==> src/rtl/prg_bank_mapper.sv <==
module prg_bank_mapper #(
  parameter int BANK_W = 6,
  localparam int AW = BANK_W + 13
) (
  input  logic          clk,
  input  logic          rst_n,
  input  logic [15:0]   cpu_addr,
  input  logic [7:0]    cpu_wdata,
  input  logic          cpu_we,
  input  logic [BANK_W:0] bank_count,
  output logic [AW-1:0] prg_addr,
  output logic          wram_ce,
  output logic          wram_we
);
  logic [2:0] idx;
  logic       swap;
  logic [7:0] win_a, win_b;
  logic       ram_on, ram_ro;

  wire in_pair  = cpu_addr[15:13] == 3'b100;
  wire wr_index = cpu_we && in_pair && !cpu_addr[0];
  wire wr_value = cpu_we && in_pair &&  cpu_addr[0];
  wire wr_ramct = cpu_we && cpu_addr[15:13] == 3'b101 && cpu_addr[0];

  always_ff @(posedge clk or negedge rst_n) begin
    if (!rst_n) begin
      idx    <= 3'd0;
      swap   <= 1'b0;
      win_a  <= 8'd0;
      win_b  <= 8'd1;
      ram_on <= 1'b0;
      ram_ro <= 1'b0;
    end else begin
      if (wr_index) begin
        idx  <= cpu_wdata[2:0];
        swap <= cpu_wdata[6];
      end
      if (wr_value && idx == 3'd6) win_a <= cpu_wdata;
      if (wr_value && idx == 3'd7) win_b <= cpu_wdata;
      if (wr_ramct) begin
        ram_on <= cpu_wdata[7];
        ram_ro <= cpu_wdata[6];
      end
    end
  end

  function automatic logic [BANK_W-1:0] wrap(input logic [7:0] v, input logic [BANK_W:0] n);
    logic [8:0] r;
    r = (n == '0) ? 9'd0 : (9'(v) % 9'(n));
    return r[BANK_W-1:0];
  endfunction

  logic [BANK_W:0]   last_w, penult_w;
  logic [BANK_W-1:0] bank;

  assign last_w   = bank_count - 1'b1;
  assign penult_w = bank_count - 2'd2;

  always_comb begin
    case (cpu_addr[14:13])
      2'd0:    bank = swap ? penult_w[BANK_W-1:0] : wrap(win_a, bank_count);
      2'd1:    bank = wrap(win_b, bank_count);
      2'd2:    bank = swap ? wrap(win_a, bank_count) : penult_w[BANK_W-1:0];
      default: bank = last_w[BANK_W-1:0];
    endcase
  end

  assign prg_addr = {bank, cpu_addr[12:0]};
  assign wram_ce  = ram_on && cpu_addr[15:13] == 3'b011;
  assign wram_we  = wram_ce && cpu_we && !ram_ro;
endmodule

==> config.mk <==
export PLATFORM = sky130hd
export DESIGN_NAME = prg_bank_mapper
export DESIGN_NICKNAME = d
export VERILOG_FILES = /design/src/rtl/prg_bank_mapper.sv
export SDC_FILE = /design/constraint.sdc
export NUM_CORES = 1
export LEC_CHECK = 0
export ABC_AREA = 1
export CAP_MARGIN = 30
export CORE_UTILIZATION = 60
export CTS_BUF_LIST = sky130_fd_sc_hd__clkbuf_2
export DETAILED_ROUTE_END_ITERATION = 12
export DONT_BUFFER_PORTS = 1
export HOLD_SLACK_MARGIN = 0.05
export PLACE_DENSITY = 0.82
export SYNTH_ARGS = -nofsm -noshare
export SYNTH_HDL_FRONTEND = slang
export SYNTH_SLANG_ARGS = --single-unit
==> constraint.sdc <==
create_clock -name clk -period 34.2 [get_ports clk]
set_clock_uncertainty 0.15 [all_clocks]
set_input_delay 3.42 -clock clk [delete_from_list [all_inputs] [get_ports clk]]
set_output_delay 3.42 -clock clk [all_outputs]
set_load 0.02 [all_outputs]
==> flow_metrics.env <==
export IMPL_outcome="complete, no violations"
export IMPL_clock_fmax_ghz=0.0527
export IMPL_rsz0062_at_grt="false"
export IMPL_worstPathMaxFanout=18
export IMPL_drtPass1Iterations=5
export IMPL_rows=35
export IMPL_synth_cells=894
export IMPL_grt_first_pass_wirelength_um=23200
export IMPL_startpoint_type="input port"
export IMPL_cts_hold_buffers_added=0
export IMPL_critPathArrivalTime_ns=15.41
export IMPL_syn_area_per_cell_sq_um=6.31
export IMPL_setup_tns_ns=0
export IMPL_async_flop_share_pct=100
export IMPL_setup_violations_final=0
export IMPL_cts_clk_slew_worst_paths_ns=0.23
export IMPL_start_util_pct=61.4
export IMPL_syn_area_sq_mm=0.00565
export IMPL_dieArea_sq_mm=0.00980
export IMPL_antenna_cells=0
export IMPL_ios=55
export IMPL_cap_violations=0
export IMPL_place_congestion=0.914
export IMPL_critical_path_class="in -> out"
export IMPL_end_kind="output pin"
export IMPL_timing_hold_ws_ns=0.377
export IMPL_die_h_um=99
export IMPL_vias=5610
export IMPL_post_place_ws_ns=15.37
export IMPL_area_delta_synth_final_pct=0.731
export IMPL_fp_dieW_um=99
export IMPL_final_common_cell="nand2_1"
export IMPL_fin_nets=999
export IMPL_viasPerCell=5.70
export IMPL_n_fill_cell=870
export IMPL_critical_path_required_ns=30.63
export IMPL_final_instance_count_excl_fill=984
export IMPL_clock_sinks=22
export IMPL_antenna_found_initial=0
export IMPL_slowest_delay_ns=0.49
export IMPL_hp_class="reg -> reg"
export IMPL_cts_resized=0
export IMPL_cp_common_cell="nand2_1"
export IMPL_synth_edf_count=0
export IMPL_clock_latency_ns=0.35
export IMPL_gr_total_overflow=0
export IMPL_hpwl_um=10800
export IMPL_ys_types=41
export IMPL_final_cell_mix="238 x nand2_1, 107 x inv_1, 89 x ha_1, 70 x o21ai_0, 60 x nand3_1"
export IMPL_power_per_cell_area_mw_per_mm2=34.2
export IMPL_cts_made_buffers=3
export IMPL_htree_levels=1
export IMPL_leakage_uw=0.00323
export IMPL_routed_wl_um=13600
export IMPL_route_detailed_drc=0
export IMPL_worstMarginPinSlew_ns=0.714
export IMPL_relSlewSlack_pct=52.1
export IMPL_grt_max_degree=23
export IMPL_synth_flop_cell="dfrtp_1"
export IMPL_fin_area_sq_mm=0.00569
export IMPL_place_area_sq_mm=0.00564
export IMPL_dp_cells=980
export IMPL_drtIter0Drc=252
export IMPL_ys_seq_area_share_pct=9.77
export IMPL_grt_pass1_vias=5259
export IMPL_cts_root_buf="clkbuf_2"
export IMPL_period_share_pct=55.5
export IMPL_fin_crit_ns=18.98
export IMPL_drive_gt1_share_pct=7.67
export IMPL_worst_slack_ns=15.22
export IMPL_slew_violations=0
export IMPL_yosysWarnings=0
export IMPL_max_vdd_ir_drop_v=0.0000257
export IMPL_wl_per_cell_um=13.8
export IMPL_cts_tree="yes"
export IMPL_cts_path_max_buffers=2
export IMPL_final_antenna_net_count=0
export IMPL_syn_nets=1019
export IMPL_cts_setup_buffers=0
export IMPL_hold_viol_final=0
export IMPL_cp_slowest_cell="inv_1"
export IMPL_grtUsageTotal_pct=28.8
export IMPL_io_buffers=0
export IMPL_synth_seq_cells=22
export IMPL_core_area_sq_mm=0.00920
-- metal layers --
| layer | wire (um) | vias up | global-route usage, % |
|---|---|---|---|
| met5 | 0 | - | 0 |
| met4 | 193 | 0 | 6.66 |
| met3 | 555 | 20 | 1.49 |
| met2 | 6620 | 124 | 53.6 |
| met1 | 6250 | 2564 | 36.4 |
| li1 | - | 2902 | - |
-- flip-flops by register name (all words and copies together), names as in the netlist --
name / cells
win_a: 8
swap: 1
idx: 3
ram_ro: 1
ram_on: 1
win_b: 8
-- final timing paths --
kind,cells past startpoint,startpoint,end,slack (ns)
max in group asynchronous,0,rst_n,win_b[0],31.17
setup reg to reg,3,idx[0],win_a[6],32.59
hold / removal,2,swap,swap,0.38
min in group asynchronous,0,rst_n,idx[2],2.56
hold reg to reg,2,swap,swap,0.38
setup / recovery,77,bank_count[0],prg_addr[14],15.22
-- where the power goes --
group | switching [uW] | internal (uW) | total [uW] | leakage, uW
Clock | 8.83 | 10.1 | 18.9 | 0.0000266
Combinational | 90.4 | 54.7 | 145 | 0.00291
Sequential | 2.02 | 28.4 | 30.4 | 0.000293
-- area by class of cell --
cell class / count / area, sq um / area share [%]
tap: 111 / 139 / 2.44
timing repair buffer: 2 / 15.0 / 0.264
clock buffer: 3 / 15.0 / 0.264
clock inverter: 1 / 30.0 / 0.528
sequential: 22 / 552 / 9.70
inverter: 113 / 424 / 7.46
multi-input combinational: 732 / 4510 / 79.3
-- per-stage QoR --
step	power (uW)	utilization, %
6_report	194	61.8
5_1_grt	216	61.8
4_1_cts	193	61.8
3_5_place_dp	174	61.3
3_3_place_gp	173	61.3
2_1_floorplan	153	-
-- cells by family (layout without fill, tap and decap cells) --
family	Yosys count	after routing	share of synthesized area (%)
compound gates	152	152	14.8
buf+inv	140	119	10.3
simple gates	438	438	36.7
flops	22	22	9.77
xor+xnor	51	51	7.91
fa+ha+maj	91	91	20.4
-- synthesized netlist by cell type, types with 3 or more instances --
cell type | n | area (sq um)
nand2_1 | 238 | 893
inv_1 | 107 | 402
ha_1 | 89 | 1110
o21ai_0 | 70 | 350
nand3_1 | 60 | 300
a21oi_1 | 52 | 260
nor2_1 | 48 | 180
xor2_1 | 31 | 272
dfrtp_1 | 21 | 526
xnor2_1 | 20 | 175
nand4_1 | 16 | 100
buf_4 | 15 | 113
clkbuf_1 | 12 | 45.0
nor3_1 | 12 | 60.1
nand3_2 | 11 | 110
nand2_2 | 10 | 62.6
or2_2 | 9 | 56.3
o21bai_1 | 8 | 60.1
and2_1 | 7 | 43.8
nand2_4 | 7 | 78.8
nand3b_1 | 7 | 52.6
a21oi_2 | 6 | 52.6
inv_2 | 6 | 22.5
o21ai_1 | 4 | 20.0
a21o_1 | 3 | 22.5
nor2_2 | 3 | 18.8
-- critical path: cells and delay by family --
family | cells | cell delay (ns)
adder cells (fa/ha/maj) | 9 | 2.84
buffers and inverters | 9 | 1.31
AO/OA/AOI/OAI | 22 | 3.80
AND/OR/NAND/NOR | 37 | 4.02
(Power assumes the default switching activity.)
